### src/rtl/lsu_pkg.sv
package lsu_pkg;

  typedef enum logic [1:0] {
    SZ_BYTE = 2'd0,
    SZ_HALF = 2'd1,
    SZ_WORD = 2'd2,
    SZ_BAD  = 2'd3
  } size_e;

  localparam logic [2:0] SP_DATA     = 3'd2;
  localparam logic [2:0] SP_PUBLIC   = 3'd3;
  localparam logic [2:0] SP_DEFERRED = 3'd4;

  // strobes from control to datapath / memory
  typedef struct packed {
    logic memRd;
    logic memWe;
    logic latchLoad;
  } ctrl_strb_t;

  // status from datapath to control
  typedef struct packed {
    logic accessErr;
    logic needsRead;
  } dp_stat_t;

endpackage

### src/rtl/lsu_dpath.sv
module lsu_dpath
  import lsu_pkg::*;
#(
  parameter int PTR_BITS  = 16,
  parameter int LIMB_BITS = 8,
  parameter int LANES     = 4,
  parameter int OFF_W     = 16
) (
  input  logic                       clk,
  input  logic                       rst_n,
  input  ctrl_strb_t                 strb,
  input  logic                       reqStore,
  input  logic [1:0]                 reqSize,
  input  logic                       reqUnsigned,
  input  logic                       reqSignSel,
  input  logic [2:0]                 reqSpace,
  input  logic [LIMB_BITS*LANES-1:0] reqBase,
  input  logic [OFF_W-1:0]           reqOffset,
  input  logic [LIMB_BITS*LANES-1:0] reqStoreData,
  input  logic [LIMB_BITS*LANES-1:0] memRdata,
  output logic [PTR_BITS-1:0]        memAddr,
  output logic [LIMB_BITS*LANES-1:0] memWdata,
  output logic [LIMB_BITS*LANES-1:0] loadData,
  output dp_stat_t                   stat
);

  localparam int XLEN      = LIMB_BITS * LANES;
  localparam int LANE_BITS = $clog2(LANES);
  localparam int HALF_W    = 2 * LIMB_BITS;

  size_e sizeCode;
  logic [XLEN-1:0] offExt;
  logic [XLEN-1:0] effAddr;
  logic [LANE_BITS-1:0] laneIdx;
  logic rangeOk, alignOk, spaceOk;
  logic [LIMB_BITS-1:0] pickByte;
  logic [HALF_W-1:0] pickHalf;
  logic [XLEN-1:0] extVal;
  logic [XLEN-1:0] mergedBlk;
  logic [XLEN-1:0] loadReg;

  assign sizeCode = size_e'(reqSize);

  // address formation: offset widened by the separate select bit
  assign offExt  = {{(XLEN-OFF_W){reqSignSel}}, reqOffset};
  assign effAddr = reqBase + offExt;
  assign laneIdx = effAddr[LANE_BITS-1:0];

  // legality
  assign rangeOk = (effAddr[XLEN-1:PTR_BITS] == '0);

  always_comb begin
    unique case (sizeCode)
      SZ_BYTE: alignOk = 1'b1;
      SZ_HALF: alignOk = ~effAddr[0];
      SZ_WORD: alignOk = (laneIdx == '0);
      default: alignOk = 1'b0;
    endcase
  end

  always_comb begin
    if (reqStore)
      spaceOk = (reqSpace == SP_DATA) || (reqSpace == SP_PUBLIC) || (reqSpace == SP_DEFERRED);
    else
      spaceOk = (reqSpace == SP_DATA);
  end

  assign stat.accessErr = ~(rangeOk & alignOk & spaceOk);
  assign stat.needsRead = ~reqStore | (sizeCode != SZ_WORD);

  assign memAddr = {effAddr[PTR_BITS-1:LANE_BITS], {LANE_BITS{1'b0}}};

  // lane pick and extension for loads
  assign pickByte = memRdata[LIMB_BITS*laneIdx +: LIMB_BITS];
  assign pickHalf = memRdata[HALF_W*laneIdx[LANE_BITS-1:1] +: HALF_W];

  always_comb begin
    unique case (sizeCode)
      SZ_BYTE: extVal = reqUnsigned ? {{(XLEN-LIMB_BITS){1'b0}}, pickByte}
                                    : {{(XLEN-LIMB_BITS){pickByte[LIMB_BITS-1]}}, pickByte};
      SZ_HALF: extVal = reqUnsigned ? {{(XLEN-HALF_W){1'b0}}, pickHalf}
                                    : {{(XLEN-HALF_W){pickHalf[HALF_W-1]}}, pickHalf};
      default: extVal = memRdata;
    endcase
  end

  always_ff @(posedge clk) begin
    if (!rst_n)              loadReg <= '0;
    else if (strb.latchLoad) loadReg <= extVal;
  end
  assign loadData = loadReg;

  // read-modify-write merge, one slice per lane
  for (genvar i = 0; i < LANES; i++) begin : g_lane
    localparam logic [LANE_BITS-1:0] LANE_ID = LANE_BITS'(i);
    logic laneHit;
    logic [LIMB_BITS-1:0] srcByte;
    always_comb begin
      unique case (sizeCode)
        SZ_BYTE: begin
          laneHit = (laneIdx == LANE_ID);
          srcByte = reqStoreData[LIMB_BITS-1:0];
        end
        SZ_HALF: begin
          laneHit = (laneIdx[LANE_BITS-1:1] == LANE_ID[LANE_BITS-1:1]);
          srcByte = reqStoreData[LIMB_BITS*(i%2) +: LIMB_BITS];
        end
        default: begin
          laneHit = 1'b1;
          srcByte = reqStoreData[LIMB_BITS*i +: LIMB_BITS];
        end
      endcase
    end
    assign mergedBlk[LIMB_BITS*i +: LIMB_BITS] =
      laneHit ? srcByte : memRdata[LIMB_BITS*i +: LIMB_BITS];
  end

  assign memWdata = stat.needsRead ? mergedBlk : reqStoreData;

  // a latched signed byte load must carry its sign into every upper bit
  assert_byte_sext_R5: assert property (@(posedge clk) disable iff (!rst_n)
    (strb.latchLoad && !reqStore && sizeCode == SZ_BYTE && !reqUnsigned)
      |=> (loadData[XLEN-1:LIMB_BITS] == {(XLEN-LIMB_BITS){loadData[LIMB_BITS-1]}}));

  // a latched unsigned halfword load has a zero upper half
  assert_half_zext_R5: assert property (@(posedge clk) disable iff (!rst_n)
    (strb.latchLoad && !reqStore && sizeCode == SZ_HALF && reqUnsigned)
      |=> (loadData[XLEN-1:HALF_W] == '0));

endmodule

### src/rtl/lsu_ctrl.sv
module lsu_ctrl
  import lsu_pkg::*;
(
  input  logic       clk,
  input  logic       rst_n,
  input  logic       reqValid,
  input  logic       reqStore,
  input  logic       reqRegWr,
  input  dp_stat_t   stat,
  output ctrl_strb_t strb,
  output logic       reqReady,
  output logic       respValid,
  output logic       respErr,
  output logic       respRegWr
);

  typedef enum logic [1:0] {
    ST_IDLE  = 2'd0,
    ST_MERGE = 2'd1,
    ST_DONE  = 2'd2
  } state_e;

  state_e state, stateNxt;

  always_ff @(posedge clk) begin
    if (!rst_n) state <= ST_IDLE;
    else        state <= stateNxt;
  end

  always_comb begin
    stateNxt = state;
    strb     = '0;
    unique case (state)
      ST_IDLE: begin
        if (reqValid) begin
          if (stat.accessErr) begin
            stateNxt = ST_DONE;
          end else if (!stat.needsRead) begin
            strb.memWe = 1'b1;
            stateNxt   = ST_DONE;
          end else begin
            strb.memRd = 1'b1;
            stateNxt   = ST_MERGE;
          end
        end
      end
      ST_MERGE: begin
        if (reqStore) strb.memWe     = 1'b1;
        else          strb.latchLoad = 1'b1;
        stateNxt = ST_DONE;
      end
      ST_DONE: stateNxt = ST_IDLE;
      default: stateNxt = ST_IDLE;
    endcase
  end

  assign respValid = (state == ST_DONE);
  assign reqReady  = respValid;
  assign respErr   = respValid & stat.accessErr;
  assign respRegWr = respValid & ~reqStore & reqRegWr & ~stat.accessErr;

  assert_no_err_write_R2: assert property (@(posedge clk) disable iff (!rst_n)
    strb.memWe |-> !stat.accessErr);

  assert_no_err_read_R2: assert property (@(posedge clk) disable iff (!rst_n)
    strb.memRd |-> !stat.accessErr);

  assert_rmw_read_first_R7: assert property (@(posedge clk) disable iff (!rst_n)
    (strb.memWe && stat.needsRead) |-> $past(strb.memRd));

  assert_word_store_no_read_R8: assert property (@(posedge clk) disable iff (!rst_n)
    (strb.memWe && !stat.needsRead) |-> (!$past(strb.memRd) && !strb.memRd));

  assert_resp_one_cycle_R11: assert property (@(posedge clk) disable iff (!rst_n)
    respValid |=> !respValid);

  assert_strobes_exclusive_R11: assert property (@(posedge clk) disable iff (!rst_n)
    $onehot0({strb.memRd, strb.memWe, strb.latchLoad}));

endmodule

### src/rtl/byte_lane_lsu.sv
module byte_lane_lsu
  import lsu_pkg::*;
#(
  parameter int PTR_BITS = 16
) (
  input  logic                clk,
  input  logic                rst_n,
  input  logic                reqValid,
  output logic                reqReady,
  input  logic                reqStore,
  input  logic [1:0]          reqSize,
  input  logic                reqUnsigned,
  input  logic                reqRegWr,
  input  logic                reqSignSel,
  input  logic [2:0]          reqSpace,
  input  logic [31:0]         reqBase,
  input  logic [15:0]         reqOffset,
  input  logic [31:0]         reqStoreData,
  output logic                memRd,
  output logic                memWe,
  output logic [2:0]          memSpace,
  output logic [PTR_BITS-1:0] memAddr,
  output logic [31:0]         memWdata,
  input  logic [31:0]         memRdata,
  output logic                respValid,
  output logic                respErr,
  output logic                respRegWr,
  output logic [31:0]         respData
);

  ctrl_strb_t strb;
  dp_stat_t   stat;

  lsu_ctrl u_ctrl (
    .clk       (clk),
    .rst_n     (rst_n),
    .reqValid  (reqValid),
    .reqStore  (reqStore),
    .reqRegWr  (reqRegWr),
    .stat      (stat),
    .strb      (strb),
    .reqReady  (reqReady),
    .respValid (respValid),
    .respErr   (respErr),
    .respRegWr (respRegWr)
  );

  lsu_dpath #(
    .PTR_BITS  (PTR_BITS),
    .LIMB_BITS (8),
    .LANES     (4),
    .OFF_W     (16)
  ) u_dpath (
    .clk          (clk),
    .rst_n        (rst_n),
    .strb         (strb),
    .reqStore     (reqStore),
    .reqSize      (reqSize),
    .reqUnsigned  (reqUnsigned),
    .reqSignSel   (reqSignSel),
    .reqSpace     (reqSpace),
    .reqBase      (reqBase),
    .reqOffset    (reqOffset),
    .reqStoreData (reqStoreData),
    .memRdata     (memRdata),
    .memAddr      (memAddr),
    .memWdata     (memWdata),
    .loadData     (respData),
    .stat         (stat)
  );

  assign memRd    = strb.memRd;
  assign memWe    = strb.memWe;
  assign memSpace = reqSpace;

endmodule

### config.mk
export PLATFORM = sky130hd
export DESIGN_NAME = byte_lane_lsu
export DESIGN_NICKNAME = d
export VERILOG_FILES = /design/src/rtl/lsu_pkg.sv /design/src/rtl/lsu_dpath.sv /design/src/rtl/lsu_ctrl.sv /design/src/rtl/byte_lane_lsu.sv
export SDC_FILE = /design/constraint.sdc
export NUM_CORES = 1
export LEC_CHECK = 0
export ABC_AREA = 1
export BUFFER_PORTS_ARGS = -buffer_cell sky130_fd_sc_hd__clkbuf_2
export CORE_MARGIN = 2
export CORE_UTILIZATION = 40
export CTS_BUF_LIST = sky130_fd_sc_hd__clkbuf_4
export CTS_CLUSTER_SIZE = 28
export DETAILED_ROUTE_END_ITERATION = 8
export GPL_ROUTABILITY_DRIVEN = 0
export GPL_TIMING_DRIVEN = 0
export PLACE_DENSITY = 0.65
export SYNTH_ARGS = -nofsm -noshare
export SYNTH_HDL_FRONTEND = slang
export SYNTH_HIERARCHICAL = 1
export SYNTH_SLANG_ARGS = --single-unit
### constraint.sdc
create_clock -name clk -period 7 [get_ports clk]
set_clock_uncertainty 0.1 [all_clocks]
set_input_delay 1.4 -clock clk [delete_from_list [all_inputs] [get_ports clk]]
set_output_delay 1.4 -clock clk [all_outputs]
set_load 0.03 [all_outputs]
==> summary.md, run 1 <==
| Metric | Value |
|---|---|
| Final nets | `1,353` |
| Met2 GRT Util | `between 40% and 50%` |
| Worst hold path class | `flop to flop` |
| GRT Residual Overflow | `0` |
| Area leader, netlist | `nand2_1` |
| Worst skew pair latency | `0.35 ns` |
| Layout cells sized above 1 | `between 20 and 25%` |
| I/O Buffers | `210` |
| Syn_area_per_cell | `5.30 um^2` |
| CTS sink cnt | `34` |
| Starting Density | `about two fifths` |
| Kind of critical path | `input pin to output pin` |
| Vias in the first global route | `between 6k and 7k` |
| Hold buffer count at cts | `0` |
| Period utilization | `a little over four fifths` |
| Detail Route Antenna Nets | `0` |
| DIE AREA | `around 14,000 um^2` |
| Hold_sp | `u_dpath/loadData[15]$_SDFFE_PN0P_` |
| Worst-margin pin slew | `roughly 0.65 ns` |
| Ports | `about 210` |
| Core ar. | `about 13,000 um^2` |
| Initial DRC Count | `658` |
| Worst setup endpoint | `memWe` |
| P_leak | `a little under 4 nW` |
| Initial antenna violation count | `0` |
| Max Cap Viol | `0` |
| Final Max Tran Viols | `0` |
| Final Hold Viols | `0` |
| Primary FF master, synth | `dfxtp_1` |
| Root Buffer | `clkbuf_4` |
| Max Freq | `171 MHz` |
| PostCTS Resize Cnt | `0` |
| # rows | `just over 40` |
| Final WL | `roughly 20 mm` |
| CP endpoint kind | `output pin` |
| Final Critical Period | `approximately 6 ns` |
| Die width | `118 um` |
| Top-area cell type share of the netlist area | `23.8%` |
| CP startpoint kind | `input pin` |
| Longest Clk Path Bufs | `2` |
| Register area share after synthesis | `a little over an eighth` |
| Worst VDD drop | `0.0514 mV` |
| Max FO, Critical Path | `10` |
| Cell area power density | `between 100 and 150 nW/um^2` |
| Status | `finished clean` |
| Busiest grt layer | `met2` |
| Via density | `about 5.0` |
| M3 GR Usage | `under 10%` |
| Reg-to-reg setup timing slack | `between 5 and 6 ns` |
| Power consumption | `0.000832 W` |
| Dpl hpwl | `between 15 and 20 mm` |
| Crit Reg-Reg Startpoint | `u_ctrl/state[1]$_SDFFE_PN0P_` |
| Rel. slew slack | `between 50% and 60%` |
| P&R area growth vs syn | `25.5%` |
| Synthesis-stage register bit count | `34` |
| Count leader, synth | `nand2_1` |
| CTS tree | `built` |
| Post-synth EDFFs | `0` |
| Worst-path clk slew | `0.11 ns` |
| Largest net degree at the start of global routing | `17` |
| TritonCTS Buffers | `5` |
| Count of cell types in the netlist | `43` |
| H-tree levels | `2` |
| Postcts setup bufs | `0` |
| WHS | `around 0.38 ns` |
| Vias | `~6.9k` |
| Die H | `about 120 um` |
| Routed len/inst | `14.9 um` |
| Post-synth ARST share | `0%` |
| RSZ-0062 raised after global routing | `no` |
| Critical Path Start | `reqBase[0]` |
| Met1 GRT Util | `between 30 and 40%` |
| FF-to-FF End | `u_dpath/loadData[12]$_SDFFE_PN0P_` |
| First-pass GRT wire length | `between 30 and 40 mm` |
| Initial DRT Pass Iterations | `5` |
| Synthesized cell area | `~5200 um^2` |
| Diode count | `0` |
| Worst Path Arrival | `approximately 4.3 ns` |
| Synth cell count leaders | `nand2_1 (329), inv_1 (172), nor2_1 (124)` |
| Warnings from Yosys | `6` |
| Synth top area cells | `nand2_1 (24%), dfxtp_1 (13%), inv_1 (12%), nor2_1 (9.0%), ha_1 (7.5%)` |
| Cells after Synth | `979` |
| Final setup vio count | `0` |
| Reg2reg path depth | `10` |
| Post-Route Setup TNS | `0 ns` |
| WP data required | `~5.5 ns` |
| # DRC | `0` |
| Total Routing Usage GR | `between 20% and 30%` |
-- placed cells by master (no fill, tap or decap), drive strengths merged --
master | netlist | layout
xor2 | 13 | 13
clkinv | 2 | 4
clkbuf | 15 | 230
nand2 | 331 | 331
a221oi | 5 | 5
o21ai | 63 | 63
fa | 1 | 1
a41oi | 3 | 3
a21oi | 47 | 47
and2 | 3 | 3
a21o | 1 | 1
dfxtp | 34 | 34
nor2 | 128 | 128
a31oi | 9 | 9
nand4 | 8 | 8
nand3 | 50 | 50
mux2 | 7 | 7
o211ai | 23 | 23
ha | 31 | 31
conb | 1 | 2
buf | 16 | 16
inv | 173 | 173
xnor2 | 2 | 2
a211oi | 1 | 1
clkinvlp | 0 | 1
or2 | 3 | 3
o21bai | 2 | 2
nor3 | 7 | 7
-- worst min path at each step --
stage	end	depth (start not counted)
final	u_dpath/loadData[15]$_SDFFE_PN0P_	2
after global routing	u_dpath/loadData[15]$_SDFFE_PN0P_	2
after CTS	u_dpath/loadData[15]$_SDFFE_PN0P_	2
after detailed placement	u_dpath/loadData[15]$_SDFFE_PN0P_	2
after global placement	u_dpath/loadData[15]$_SDFFE_PN0P_	2
after floorplan	u_ctrl/state[1]$_SDFFE_PN0P_	2
-- cell families (layout without fill, tap and decap cells) --
kind of cell	count (synthesis)	in the layout	share of synthesized area [%]
mux	7	7	1.52
simple gates	530	530	41.3
xor+xnor	15	15	2.53
fa+ha+maj	32	32	7.86
other cells	1	2	0.0723
flops	34	34	13.1
compound gates	154	154	17.9
buf+inv	206	424	15.7
-- per-layer routing --
| metal | wire, um | up-vias | part of all wire [%] |
|---|---|---|---|
| li1 | - | 3508 | - |
| met1 | 9370 | 3005 | 46 |
| met2 | 8800 | 314 | 43 |
| met3 | 1560 | 49 | 7.7 |
| met4 | 616 | 0 | 3.0 |
| met5 | 0 | - | 0 |
-- layout make-up --
cell class                      count  area (um^2)
Inverter                          175          658
Timing Repair Buffer              210         1050
Clock inverter                      3         16.3
Sequential cell                    34          681
Multi-Input combinational cell    740         3690
Fill cell                        1453         6110
Buffer                             31          159
Clock buffer                        5         37.5
Tap cell                          172          215
-- registers in the layout, indices dropped and copies added (netlist names) --
| name | count |
|---|---|
| u_dpath/loadData | 32 |
| u_ctrl/state | 2 |
-- worst max-delay path, cell delays in order --
cell and delay (ns):
clkbuf_2 0.09, ha_1 0.20, inv_1 0.07, fa_1 0.66, buf_2 0.31, a21oi_1 0.11, nor3_1 0.28, nand2_1 0.08
nor2_1 0.14, nand2_1 0.08, nor2_1 0.09, nand2_1 0.06, nor2_1 0.09, nand2_1 0.09, or2_0 0.23, o21ai_1 0.14
clkbuf_2 0.22
-- where the power goes --
group	leakage [nW]	internal (W)	switching, W
sequential	0.274	0.000194	0.000000243
combinational	3.65	0.000164	0.000363
clock	0.0286	0.0000373	0.0000737
total	3.96	0.000395	0.000437
-- stage by stage --
| step | area (um^2) | util, % | setup slack [ns] | instances |
|---|---|---|---|---|
| finish | 6510 | 51.6 | 1.17 | 1370 |
| global route | 6510 | 51.6 | 1.03 | 1370 |
| CTS | 6510 | 51.6 | 1.20 | 1370 |
| detailed placement | 6460 | 51.2 | 1.22 | 1362 |
| global placement | 6460 | 51.2 | 1.22 | 1362 |
| floorplan | 5190 | - | 1.76 | 980 |
Power figures use the tool's default switching activity.
==> inputs of run 2 (changes only) <==
--- a/config.mk
+++ b/config.mk
@@ -14,7 +14,7 @@
 export DETAILED_ROUTE_END_ITERATION = 8
 export GPL_ROUTABILITY_DRIVEN = 0
 export GPL_TIMING_DRIVEN = 0
-export PLACE_DENSITY = 0.65
+export PLACE_DENSITY = 0.68
 export SYNTH_ARGS = -nofsm -noshare
 export SYNTH_HDL_FRONTEND = slang
 export SYNTH_HIERARCHICAL = 1
==> constraint.sdc (replaced) <==
create_clock -name clk -period 4.8 [get_ports clk]
set_clock_uncertainty 0.1 [all_clocks]
set_input_delay 0.96 -clock clk [delete_from_list [all_inputs] [get_ports clk]]
set_output_delay 0.96 -clock clk [all_outputs]
set_load 0.03 [all_outputs]
==> run 2 against run 1 <==
Combinational power increased by 48%. Register-to-register slack got worse by 2.2 ns. Critical path type unchanged. Clock power increased by 100%. Total power increased by 54%. Core utilization increased by 0.93 points. Largest power group unchanged. First-iteration DRC count increased by 7.8%. Sequential share of layout area decreased by 0.19 points. Flip-flop and latch count unchanged. Sequential power increased by 46%.
==> summary.md, run 2 (synthesis gave the netlist of run 1 again) <==
| Metric | Value |
|---|---|
| DIE AREA | `13,900 um^2` |
| # rows | `slightly above 40` |
| Slowest cell on crit path | `fa_2` |
| Starting Density | `slightly above 40%` |
| Largest net degree at the start of global routing | `17` |
| Worst-margin pin slew | `approximately 0.61 ns` |
| Status | `finished clean` |
| Kind of critical path | `input pin to output pin` |
| Post-Route Setup TNS | `0 ns` |
| Core ar. | `12,600 um^2` |
| H-tree levels | `2` |
| GRT Residual Overflow | `0` |
| Commonest non-fill, non-tap cell in the layout | `nand2_1` |
| Commonest cells after routing, fill and taps aside | `nand2_1 (329), clkbuf_2 (208), inv_1 (172)` |
| Vias in the first global route | `approximately 6k` |
| Die width | `about 120 um` |
| Placed insts | `between 1k and 1.5k` |
| Worst Path Arrival | `3.49 ns` |
| RSZ-0062 raised after global routing | `no` |
| Met1 GRT Util | `between 30% and 40%` |
| Worst VDD drop | `0.112 mV` |
| Max Freq | `220 MHz` |
| Worst skew pair latency | `approximately 0.34 ns` |
| Detail Route Antenna Nets | `0` |
| Initial DRT Pass Iterations | `5` |
| Rel. slew slack | `between 50% and 60%` |
| WP data required | `approximately 3.7 ns` |
| Final WL | `between 20 and 25 mm` |
| Routed len/inst | `~15 um` |
| Worst-path clk slew | `~0.10 ns` |
| TritonCTS Buffers | `5` |
| Longest Clk Path Bufs | `2` |
| Dpl hpwl | `between 15 and 20 mm` |
| Final nets | `roughly 1.4k` |
| Initial antenna violation count | `0` |
| Max FO, Critical Path | `10` |
| Initial DRC Count | `~710` |
| Total Routing Usage GR | `between 20% and 30%` |
| Busiest grt layer | `met2` |
| Top cell by count, worst path | `nand2_1` |
| Final Max Tran Viols | `0` |
| Max Cap Viol | `0` |
| Via density | `5.01` |
| Root Buffer | `clkbuf_4` |
| # DRC | `0` |
| P_leak | `approximately 4.0 nW` |
| Fin cells | `1,371` |
| Cell area power density | `about 190 nW/um^2` |
| Critical-path cell list | `clkbuf_2 -> ha_1 -> inv_1 -> fa_2 -> buf_6 -> a21oi_1 -> nor3_2 -> nand2_1 -> nor2_1 -> nand2_1 -> nor2_1 -> nand2_1 -> nor2_1 -> nand2_1 -> or2_0 -> o21ai_1 -> clkbuf_4` |
| M3 GR Usage | `under 10%` |
| P&R area growth vs syn | `27.8%` |
| Final Hold Viols | `0` |
| Met2 GRT Util | `between 40% and 50%` |
| Vias | `about 6.9k` |
| CTS tree | `built` |
| CP endpoint kind | `output pin` |
| Peak per-stage delay on the critical path | `0.60 ns` |
| Final Critical Period | `between 4 and 5 ns` |
| Worst hold path class | `flop to flop` |
| I/O Buffers | `210` |
| Period utilization | `a little over nine tenths` |
| First-pass GRT wire length | `about 32 mm` |
| Die H | `approximately 120 um` |
| Number of flip-flops in the largest register | `32` |
| Final setup vio count | `0` |
| CTS sink cnt | `34` |
| Layout cells sized above 1 | `a little under a quarter` |
| Ports | `about 210` |
| Diode count | `0` |
| CP startpoint kind | `input pin` |
[run 2: where the power goes]
part | internal, W | switching, W
clock | 0.000122 | 0.000100
sequential | 0.000282 | 0.000000388
combinational | 0.000249 | 0.000529
total | 0.000653 | 0.000630
[run 2: path summary, 6_finish.rpt]
path                               startpoint                                 to  slack (ns)  depth (start not counted)
max                              reqOffset[0]                              memWe        0.25                         17
min          u_dpath/loadData[9]$_SDFFE_PN0P_   u_dpath/loadData[9]$_SDFFE_PN0P_        0.40                          2
max reg2reg      u_ctrl/state[1]$_SDFFE_PN0P_  u_dpath/loadData[10]$_SDFFE_PN0P_        2.80                         10
min reg2reg  u_dpath/loadData[9]$_SDFFE_PN0P_   u_dpath/loadData[9]$_SDFFE_PN0P_        0.40                          2
[run 2: what timing repair did]
action,CTS,global route
hold buffers,0,0
pin swaps,0,2
endpoints found under the hold margin,0,0
setup buffers,0,1
gates resized for setup,2,18
setup endpoints to repair,1,3
[run 2: layout make-up]
type	instances	area, um^2
tap	172	215
buffer	31	165
inverter	175	658
fill	1405	5990
clock buffer	7	52.6
multi-input combinational	740	3760
sequential	34	681
clock inverter	1	30.0
timing repair buffer	211	1060
[run 2: per-layer routing]
layer  routed length (um)  part of all wire, %  vias up
li1                     -                    -     3522
met1                 8920                   44     2961
met2                 8910                   44      349
met3                 1710                  8.5       42
met4                  518                  2.6        0
met5                    0                    0        -
[run 2: worst max-delay path: cells and delay by family]
kind / cells / cell delay [ns]
and+or+nand+nor: 9 / 0.97
adders and majority gates: 2 / 0.79
buffers and inverters: 4 / 0.52
AOI/OAI and AO/OA: 2 / 0.22
[run 2: through the flow]
stage	setup WS (ns)	hold WS, ns	total power (W)	util, %	area, um^2
2_1_floorplan	0.443	0.389	0.000799	-	5190
3_3_place_gp	-0.0718	0.364	0.00104	51.2	6460
3_5_place_dp	-0.0566	0.366	0.00104	51.2	6460
4_1_cts	0.0275	0.396	0.00127	51.9	6550
5_1_grt	0.00671	0.419	0.00137	52.5	6630
6_report	0.252	0.395	0.00128	52.5	6630
